===== src/rtl/pcm_replay_pkg.sv =====
package pcm_replay_pkg;
  localparam int ADDR_W     = 24;
  localparam int ADDR_BYTES = ADDR_W / 8;
  localparam int SAMPLE_W   = 8;
  localparam int REG_AW     = 4;

  localparam int OFS_CTRL = 0;
  localparam int OFS_MODE = 1;
  localparam int OFS_BASE = 2;
  localparam int OFS_CUR  = 5;
  localparam int OFS_END  = 8;

  typedef struct packed {
    logic start;
    logic tick;
    logic playing;
    logic stereo;
    logic repeatOn;
  } ctrlStrobes_t;
endpackage


===== src/rtl/pcm_replay_ctrl.sv =====
module pcm_replay_ctrl
  import pcm_replay_pkg::*;
#(
  parameter int TICK_UNIT = 4
) (
  input  logic                clk,
  input  logic                rstN,
  input  logic                regWr,
  input  logic [REG_AW-1:0]   regAddr,
  input  logic [7:0]          regWdata,
  output logic [7:0]          regRdata,
  input  logic [ADDR_W-1:0]   curAddr,
  input  logic                drained,
  output logic [ADDR_W-1:0]   baseReg,
  output logic [ADDR_W-1:0]   endReg,
  output ctrlStrobes_t        cs
);
  localparam int CNT_W = $clog2(TICK_UNIT * 8);

  logic             playing, repeatOn;
  logic [7:0]       modeReg;
  logic [CNT_W-1:0] divCnt, periodM1;
  logic             ctrlWrite, startNow, tickNow;

  assign ctrlWrite = regWr && (regAddr == REG_AW'(OFS_CTRL));
  assign startNow  = ctrlWrite && regWdata[0] && !playing;
  assign periodM1  = CNT_W'((TICK_UNIT << (3 - int'(modeReg[1:0]))) - 1);
  assign tickNow   = playing && (divCnt >= periodM1);

  always_ff @(posedge clk) begin
    if (!rstN) begin
      playing  <= 1'b0;
      repeatOn <= 1'b0;
      modeReg  <= '0;
      baseReg  <= '0;
      endReg   <= '0;
      divCnt   <= '0;
    end else begin
      if (drained) playing <= 1'b0;
      if (regWr) begin
        if (regAddr == REG_AW'(OFS_CTRL)) begin
          playing  <= regWdata[0];
          repeatOn <= regWdata[1];
        end
        if (regAddr == REG_AW'(OFS_MODE)) modeReg <= regWdata;
        for (int i = 0; i < ADDR_BYTES; i++) begin
          if (regAddr == REG_AW'(OFS_BASE + i))
            baseReg[8*(ADDR_BYTES-1-i) +: 8] <= regWdata;
          if (regAddr == REG_AW'(OFS_END + i))
            endReg[8*(ADDR_BYTES-1-i) +: 8] <= regWdata;
        end
      end
      if (startNow || !playing || tickNow) divCnt <= '0;
      else divCnt <= divCnt + CNT_W'(1);
    end
  end

  always_comb begin
    regRdata = '0;
    if (regAddr == REG_AW'(OFS_CTRL)) regRdata = {6'b0, repeatOn, playing};
    if (regAddr == REG_AW'(OFS_MODE)) regRdata = modeReg;
    for (int i = 0; i < ADDR_BYTES; i++) begin
      if (regAddr == REG_AW'(OFS_BASE + i)) regRdata = baseReg[8*(ADDR_BYTES-1-i) +: 8];
      if (regAddr == REG_AW'(OFS_CUR + i))  regRdata = curAddr[8*(ADDR_BYTES-1-i) +: 8];
      if (regAddr == REG_AW'(OFS_END + i))  regRdata = endReg[8*(ADDR_BYTES-1-i) +: 8];
    end
  end

  always_comb begin
    cs.start    = startNow;
    cs.tick     = tickNow;
    cs.playing  = playing;
    cs.stereo   = !modeReg[7];
    cs.repeatOn = repeatOn;
  end

  // with TICK_UNIT >= 2 the fastest period is at least two cycles
  assert_tick_gap_R7: assert property (@(posedge clk) disable iff (!rstN)
    tickNow |=> !tickNow);

  initial assert (TICK_UNIT >= 2) else $error("TICK_UNIT must be at least 2");
endmodule


===== src/rtl/pcm_replay_dp.sv =====
module pcm_replay_dp
  import pcm_replay_pkg::*;
(
  input  logic                clk,
  input  logic                rstN,
  input  ctrlStrobes_t        cs,
  input  logic [ADDR_W-1:0]   baseReg,
  input  logic [ADDR_W-1:0]   endReg,
  output logic                memReq,
  output logic [ADDR_W-1:0]   memAddr,
  input  logic                memAck,
  input  logic [SAMPLE_W-1:0] memData,
  output logic [SAMPLE_W-1:0] sampleLeft,
  output logic [SAMPLE_W-1:0] sampleRight,
  output logic                sampleStrobe,
  output logic                endIrq,
  output logic                underrun,
  output logic [ADDR_W-1:0]   curAddr,
  output logic                drained
);
  logic [ADDR_W-1:0]   ptr, endWork, nextPtr;
  logic [SAMPLE_W-1:0] slot0, slot1, n0, n1;
  logic [1:0]          count, nCount, need;
  logic                fetchDone, push, pop, enough, atEnd;

  assign need    = cs.stereo ? 2'd2 : 2'd1;
  assign enough  = count >= need;
  assign memReq  = cs.playing && !fetchDone && (count < 2'd2);
  assign memAddr = ptr;
  assign curAddr = ptr;
  assign push    = memReq && memAck;
  assign pop     = cs.tick && enough;
  assign nextPtr = ptr + ADDR_W'(1);
  assign atEnd   = nextPtr == endWork;
  assign drained = cs.tick && fetchDone && !enough;

  always_comb begin
    n0 = slot0;
    n1 = slot1;
    nCount = count;
    if (pop) begin
      if (cs.stereo) nCount = 2'd0;
      else begin
        n0 = slot1;
        nCount = count - 2'd1;
      end
    end
    if (push) begin
      if (nCount == 2'd0) n0 = memData;
      else n1 = memData;
      nCount = nCount + 2'd1;
    end
  end

  always_ff @(posedge clk) begin
    if (!rstN) begin
      ptr <= '0; endWork <= '0; slot0 <= '0; slot1 <= '0; count <= '0;
      fetchDone <= 1'b0; underrun <= 1'b0; sampleStrobe <= 1'b0; endIrq <= 1'b0;
      sampleLeft <= '0; sampleRight <= '0;
    end else if (cs.start) begin
      ptr <= baseReg; endWork <= endReg; count <= '0;
      fetchDone <= 1'b0; underrun <= 1'b0; sampleStrobe <= 1'b0; endIrq <= 1'b0;
    end else begin
      slot0 <= n0;
      slot1 <= n1;
      count <= nCount;
      endIrq <= push && atEnd;
      if (push) begin
        if (atEnd && cs.repeatOn) begin
          ptr <= baseReg;
          endWork <= endReg;
        end else begin
          ptr <= nextPtr;
          if (atEnd) fetchDone <= 1'b1;
        end
      end
      sampleStrobe <= cs.tick && !(fetchDone && !enough);
      if (pop) begin
        sampleLeft  <= slot0;
        sampleRight <= cs.stereo ? slot1 : slot0;
      end
      if (cs.tick && !enough && !fetchDone) underrun <= 1'b1;
    end
  end

  assert_count_bound_R9: assert property (@(posedge clk) disable iff (!rstN)
    count <= 2'd2);
  assert_addr_hold_R9: assert property (@(posedge clk) disable iff (!rstN)
    (memReq && !memAck) |=> (!memReq || $stable(memAddr)));
  assert_irq_after_ack_R5: assert property (@(posedge clk) disable iff (!rstN)
    endIrq |-> $past(memReq && memAck));
  assert_strobe_in_play_R2: assert property (@(posedge clk) disable iff (!rstN)
    sampleStrobe |-> $past(cs.playing));
  assert_underrun_at_strobe_R8: assert property (@(posedge clk) disable iff (!rstN)
    $rose(underrun) |-> (sampleStrobe && $stable(sampleLeft) && $stable(sampleRight)));
endmodule


===== src/rtl/pcm_replay.sv =====
module pcm_replay
  import pcm_replay_pkg::*;
#(
  parameter int TICK_UNIT = 4
) (
  input  logic         clk,
  input  logic         rstN,
  input  logic         regWr,
  input  logic [3:0]   regAddr,
  input  logic [7:0]   regWdata,
  output logic [7:0]   regRdata,
  output logic         memReq,
  output logic [23:0]  memAddr,
  input  logic         memAck,
  input  logic [7:0]   memData,
  output logic [7:0]   sampleLeft,
  output logic [7:0]   sampleRight,
  output logic         sampleStrobe,
  output logic         endIrq,
  output logic         underrun
);
  ctrlStrobes_t      cs;
  logic [ADDR_W-1:0] baseReg, endReg, curAddr;
  logic              drained;

  pcm_replay_ctrl #(.TICK_UNIT(TICK_UNIT)) ctrlInst (
    .clk(clk), .rstN(rstN), .regWr(regWr), .regAddr(regAddr),
    .regWdata(regWdata), .regRdata(regRdata), .curAddr(curAddr),
    .drained(drained), .baseReg(baseReg), .endReg(endReg), .cs(cs)
  );

  pcm_replay_dp dpInst (
    .clk(clk), .rstN(rstN), .cs(cs), .baseReg(baseReg), .endReg(endReg),
    .memReq(memReq), .memAddr(memAddr), .memAck(memAck), .memData(memData),
    .sampleLeft(sampleLeft), .sampleRight(sampleRight),
    .sampleStrobe(sampleStrobe), .endIrq(endIrq), .underrun(underrun),
    .curAddr(curAddr), .drained(drained)
  );
endmodule


===== config.mk =====
export PLATFORM = sky130hd
export DESIGN_NAME = pcm_replay
export DESIGN_NICKNAME = d
export VERILOG_FILES = /design/src/rtl/pcm_replay_pkg.sv /design/src/rtl/pcm_replay_ctrl.sv /design/src/rtl/pcm_replay_dp.sv /design/src/rtl/pcm_replay.sv
export SDC_FILE = /design/constraint.sdc
export NUM_CORES = 1
export LEC_CHECK = 0
export BUFFER_PORTS_ARGS = -buffer_cell sky130_fd_sc_hd__buf_2
export CAP_MARGIN = 10
export CORE_MARGIN = 4
export CORE_UTILIZATION = 30
export DETAILED_ROUTE_END_ITERATION = 8
export REMOVE_ABC_BUFFERS = 1
export SETUP_SLACK_MARGIN = 0.2
export SLEW_MARGIN = 10
export SYNTH_ARGS = -nofsm -noshare
export SYNTH_HDL_FRONTEND = slang
export SYNTH_HIERARCHICAL = 1
export SYNTH_SLANG_ARGS = --single-unit

===== constraint.sdc =====
create_clock -name clk -period 3.2 [get_ports clk]
set_clock_uncertainty 0.2 [all_clocks]
set_input_delay 0.48 -clock clk [delete_from_list [all_inputs] [get_ports clk]]
set_output_delay 0.48 -clock clk [all_outputs]
set_load 0.02 [all_outputs]

Word level (Yosys, flattened, before mapping)
Index checks and enable logic that the tools add are counted.
W data, S select, Z words.

operators by class
  order comparisons = 3
  multiplexer cells = 29
  reduce and logical (&&, ||, !) cells = 40
  equality and inequality tests = 11
  shift operators = 1
  bitwise logic cells = 4
  add/sub/neg operators = 6

operator list
  kind                     count
  $mux W24                 6
  $mux W8                  15
  $shl A3 B32 Y5 const A   1
  $add A24 B1 Y24 const B  1
  $eq A24 B24 Y1           1
  $reduce_and A2 Y1        10
  $eq A4 B3 Y1 const B     4
  $logic_and A1 B1 Y1      16
  $eq A4 B4 Y1 const B     3
  $mux W2                  5
  $eq A4 B2 Y1 const B     2
  $reduce_and A3 Y1        2
  $add A5 B1 Y5 const B    1
  $ge A5 B5 Y1             1
  $sub A5 B2 Y5 const B    1
  $eq A4 B1 Y1 const B     1
  $logic_not A1 Y1         4
  $logic_not A4 Y1         1
  $not A1 Y1               4
  $reduce_bool A2 Y1       2
  $reduce_or A2 Y1         2
  $mux W1                  3
  $sub A2 B2 Y3 const A    1
  $add A2 B1 Y2 const B    1
  other kinds (5)          6

storage, ports and cells
  register bits = 149
  logic and storage cells = 115
  input port bits = 24

Depth between registers and ports, before layout
  depth in word-level cells = 12
  gate-level depth with buffers = 17
  mapped depth without buffers = 15

By module
Netlist, hierarchy kept.

modules (own cells, without submodules)
  module           instances  cells an instance  area an instance (µm²)
  pcm_replay_dp    1          663                5156.2
  pcm_replay_ctrl  1          392                3628.5

Worst setup path after synthesis
OpenSTA, ideal clock, no wires.

  path type = register to register
  from = register dpInst.ptr[1], in the netlist dpInst/curAddr[1]
  to = register dpInst.ptr[18], in the netlist dpInst/curAddr[18]
  clock period less this slack = 3.336 ns
  arrival = 3.017 ns
  path buffers = 2
  slack = -0.136 ns
  data required time = 2.881 ns
  library setup time = 0.119 ns
  stages on the path, launching flop included = 12
  cells stage by stage = dfxtp_1 ha_1 nand3_1 or3_1 xnor2_1 or4b_1 nor4_4 and2_1 buf_4 o21ai_2 buf_6 o221a_1

between the ends
  longest elaborated chain between the ends = 6

RTL lines
  item                    RTL line             source
  from (decl)             pcm_replay_dp.sv:21  logic [ADDR_W-1:0] ptr, endWork, nextPtr;
  from (signal assigned)  pcm_replay_dp.sv:70  ptr <= baseReg;
  from (signal assigned)  pcm_replay_dp.sv:73  ptr <= nextPtr;
  $add A24 B1 Y24 (*)     pcm_replay_dp.sv:33  assign nextPtr = ptr + ADDR_W'(1);
  $eq A24 B24 Y1          pcm_replay_dp.sv:34  assign atEnd = nextPtr == endWork;
  $logic_and A1 B1 Y1     pcm_replay_dp.sv:69  if (atEnd && cs.repeatOn) begin
  $mux W24 (*)            pcm_replay_dp.sv:69
  $mux W24 (*)            pcm_replay_dp.sv:68  if (push) begin
  $mux W24 (*)            pcm_replay_dp.sv:60  end else if (cs.start) begin

Mark *: on every way between the ends. The rest lies on a longest branch, timed or not. The select of a mux whose other input is x is not followed.
A chain may end at the register's enable or synchronous reset.

Worst setup path in the final report
  from = register dpInst.ptr[11], in the netlist dpInst/curAddr[11]
  to = register dpInst.ptr[11], in the netlist dpInst/curAddr[11]

The elaborated chain is that of the path after synthesis.

==> flow_summary.yaml <==
final_layout:
  layout.nets: 1183
  final_cells: 1547
  n_antenna_cell: 0
  multi_input_area_um2: 5562
  area_growth_pct: 26.01
  n_fill_cell: 2862
  seqCellArea_um2: 3014
  drive_above_1_share_pct: 29.32
timing:
  setup_viol: 0
  fin_tns_setup_ns: 0
  holdWs_ns: 0.1213
  fin_crit_sh_pct: 95.72
  rsz0062_at_grt: "yes"
  hold_viol_final: 0
  fin_ws_ns: 0.1371
  post-route-min-period_ns: 3.063
  slew_viol_final: 0
  worst_pin_slew_ns: 0.6206
  slew_headroom_pct: 58.58
  clock.fmax_mhz: 326.5
drt:
  ant_nets: 0
  vias: 8375
  drc: 0
  routed_wl_um: 29990
  wl_per_cell_um: 19.39
  viasPerCell: 5.414
  drt_first_pass_iters: 5
  drt_iter0_drc: 805
placement:
  port_buffers: 75
  preCtsSetupSlack_ns: -0.2361
  place_congestion: 0.9869
  dp_cells: 1494
  dp_hpwl_um: 21580
power_and_ir_drop:
  p_total_w: 0.004163
  p_per_area_nw_per_um2: 376.1
  ir_drop_mv: 0.3416
  power_leakage_nw: 4.256
setup_path:
  worstPathCellList: "buf_4 -> nand2_1 -> nor4_4 -> xnor2_1 -> or4b_4 -> nor4_4 -> buf_4 -> a21oi_4 -> mux2_4 -> o221a_1"
  start_kind: "flip-flop"
  critPathMaxFanout: 10
  rrSetupSlack_ns: 0.14
  critPathKind: "flip-flop to flip-flop"
  reg2reg_depth: 10
  cp-end-kind: "flip-flop"
  arrival_ns: 3.18
  cpLargestDelayFamily: "simple AND/OR/NAND/NOR gates"
  path_buf_inv: 2
  required_ns: 3.31
  crit_cells: 10
  max_stage_delay_ns: 0.58
  cpMaxStageDelayCell: "or4b_4"
synth:
  synth_cell_types: 85
  syn_area_per_cell_um2: 8.327
  ys_top_cells_by_count: "149 x dfxtp_1, 101 x nand2_1, 70 x mux2i_1"
  yosysSeqAreaShare_pct: 33.96
  synth_edf_count: 0
  ys_ff_latch: 149
  yosys_warnings: 6
  ys_top_cells_by_area: "dfxtp_1 34%, mux2i_1 8.0%, nor2b_1 4.7%, nand2_1 4.3%, a21oi_1 3.5%"
  syn_inst: 1055
  syn-cell-area_um2: 8785
  post-synth-top-area-fraction_pct: 33.96
  synth_flop_cell: "dfxtp_1"
  async_flop_share_pct: 0
  post-synth-top-count-cell: "dfxtp_1"
  synth_top_cell_by_area: "dfxtp_1"
grt:
  grt_pass1_wl_um: 45070
  grt_usage_pct: 18.07
  grt_start_max_net_pins: 79
  antenna_found_initial: 1
  grt.overflow.total: 0
  grt_pass1_vias: 7669
die:
  start_util_pct: 30.52
  die_area_um2: 32080
  io_pins: 76
  die_h_um: 179.1
  die_x_um: 179.1
  fp-row-count: 62
  core_um2: 28780
clock_network:
  clk_pin_slew_ns: 0.07
  cts_root_buf: "clkbuf_16"
  cts_max_level: 4
  ctsHoldBuffers: 0
  tritoncts: "yes"
  cts_made_buffers: 17
  clock_path_buffers: 2
  cts_sinks: 149
  clock_latency_ns: 0.43
worst_hold_path:
  hold_depth: 3
  min_path_type: "primary input to flip-flop"
flow_run:
  cap_violations: 0
run_status:
  status: "completed"
-- cell families (layout without fill, tap and decap cells) --
| group | Yosys count | in the layout | synth area share (%) |
|---|---|---|---|
| buffers and inverters | 133 | 240 | 7.905 |
| adders and majority gates | 9 | 9 | 1.282 |
| xor gates and xnor gates | 36 | 36 | 3.589 |
| AOI/OAI and AO/OA | 287 | 288 | 21.48 |
| DFF | 149 | 149 | 33.96 |
| muxes | 73 | 73 | 8.361 |
| and+or+nand+nor | 368 | 368 | 23.43 |
-- cells in the final DEF, fill, tap and decap left out, types with 28 or more instances in the layout --
cell type / instances
nand2_1: 91
nor2b_1: 65
o211ai_1: 29
o21ai_1: 28
nand3_1: 29
mux2i_1: 70
dfxtp_1: 136
buf_2: 73
buf_4: 101
nor2_1: 48
a21oi_1: 53
o21ai_0: 31
-- tightest hold or removal path, cell delays in order --
cell     delay [ns]
buf_2          0.11
nand2_1        0.06
a21oi_2        0.05
-- path summary, 6_finish.rpt --
check,startpoint,endpoint
worst min register to register,dpInst/sampleLeft[2]$_SDFFE_PN0P_,dpInst/sampleLeft[2]$_SDFFE_PN0P_
worst max-delay path,dpInst/curAddr[11]$_SDFFE_PN0P_,dpInst/curAddr[11]$_SDFFE_PN0P_
worst min-delay path,memData[7],dpInst/slot1[7]$_SDFFE_PN0P_
worst max register to register,dpInst/curAddr[11]$_SDFFE_PN0P_,dpInst/curAddr[11]$_SDFFE_PN0P_
-- area by class of cell --
class / count / share of cell area (%)
Clock inverter: 14 / 1.198
Clock buffer: 18 / 3.967
Sequential cell: 149 / 27.23
Inverter: 14 / 0.4747
Timing Repair Buffer: 194 / 12.55
Tap cell: 384 / 4.340
Multi-Input combinational cell: 774 / 50.24
-- state kept, by name, indices dropped and copies added, names as in the netlist --
name	flops
ctrlInst/divCnt	5
dpInst/slot1	8
ctrlInst/repeatOn	1
ctrlInst/playing	1
dpInst/endWork	24
dpInst/sampleLeft	8
ctrlInst/endReg	24
dpInst/count	2
dpInst/endIrq	1
dpInst/sampleRight	8
ctrlInst/baseReg	24
dpInst/sampleStrobe	1
dpInst/curAddr	24
dpInst/underrun	1
dpInst/slot0	8
dpInst/fetchDone	1
ctrlInst/modeReg	8
-- per-stage QoR --
stage | cell area (um^2) | utilization (%)
final | 11070 | 38.46
after global routing | 11070 | 38.46
after CTS | 10680 | 37.11
after detailed placement | 9797 | 34.04
after global placement | 9797 | 34.04
after floorplan | 8143 | -
-- report_power, final --
group,total (W),switching (W),internal (W)
Sequential,0.00188,0.0000170,0.00186
Combinational,0.000329,0.000209,0.000120
Clock,0.00196,0.000906,0.00105
Total,0.00416,0.00113,0.00303
-- metal layers --
layer	GRT usage, %	vias up	part of all wire, %
li1	-	3984	-
met1	25.29	3982	45
met2	27.99	353	45
met3	2.847	54	7.1
met4	6.823	2	2.9
met5	0	-	0.043
-- repair_timing --
item	in CTS	in global routing
gates resized for setup	56	76
buffers inserted	10	10
pin swaps	16	36
setup endpoints to repair	66	68
cloned	1	0
Note: power is estimated with default switching activity, not from simulation.
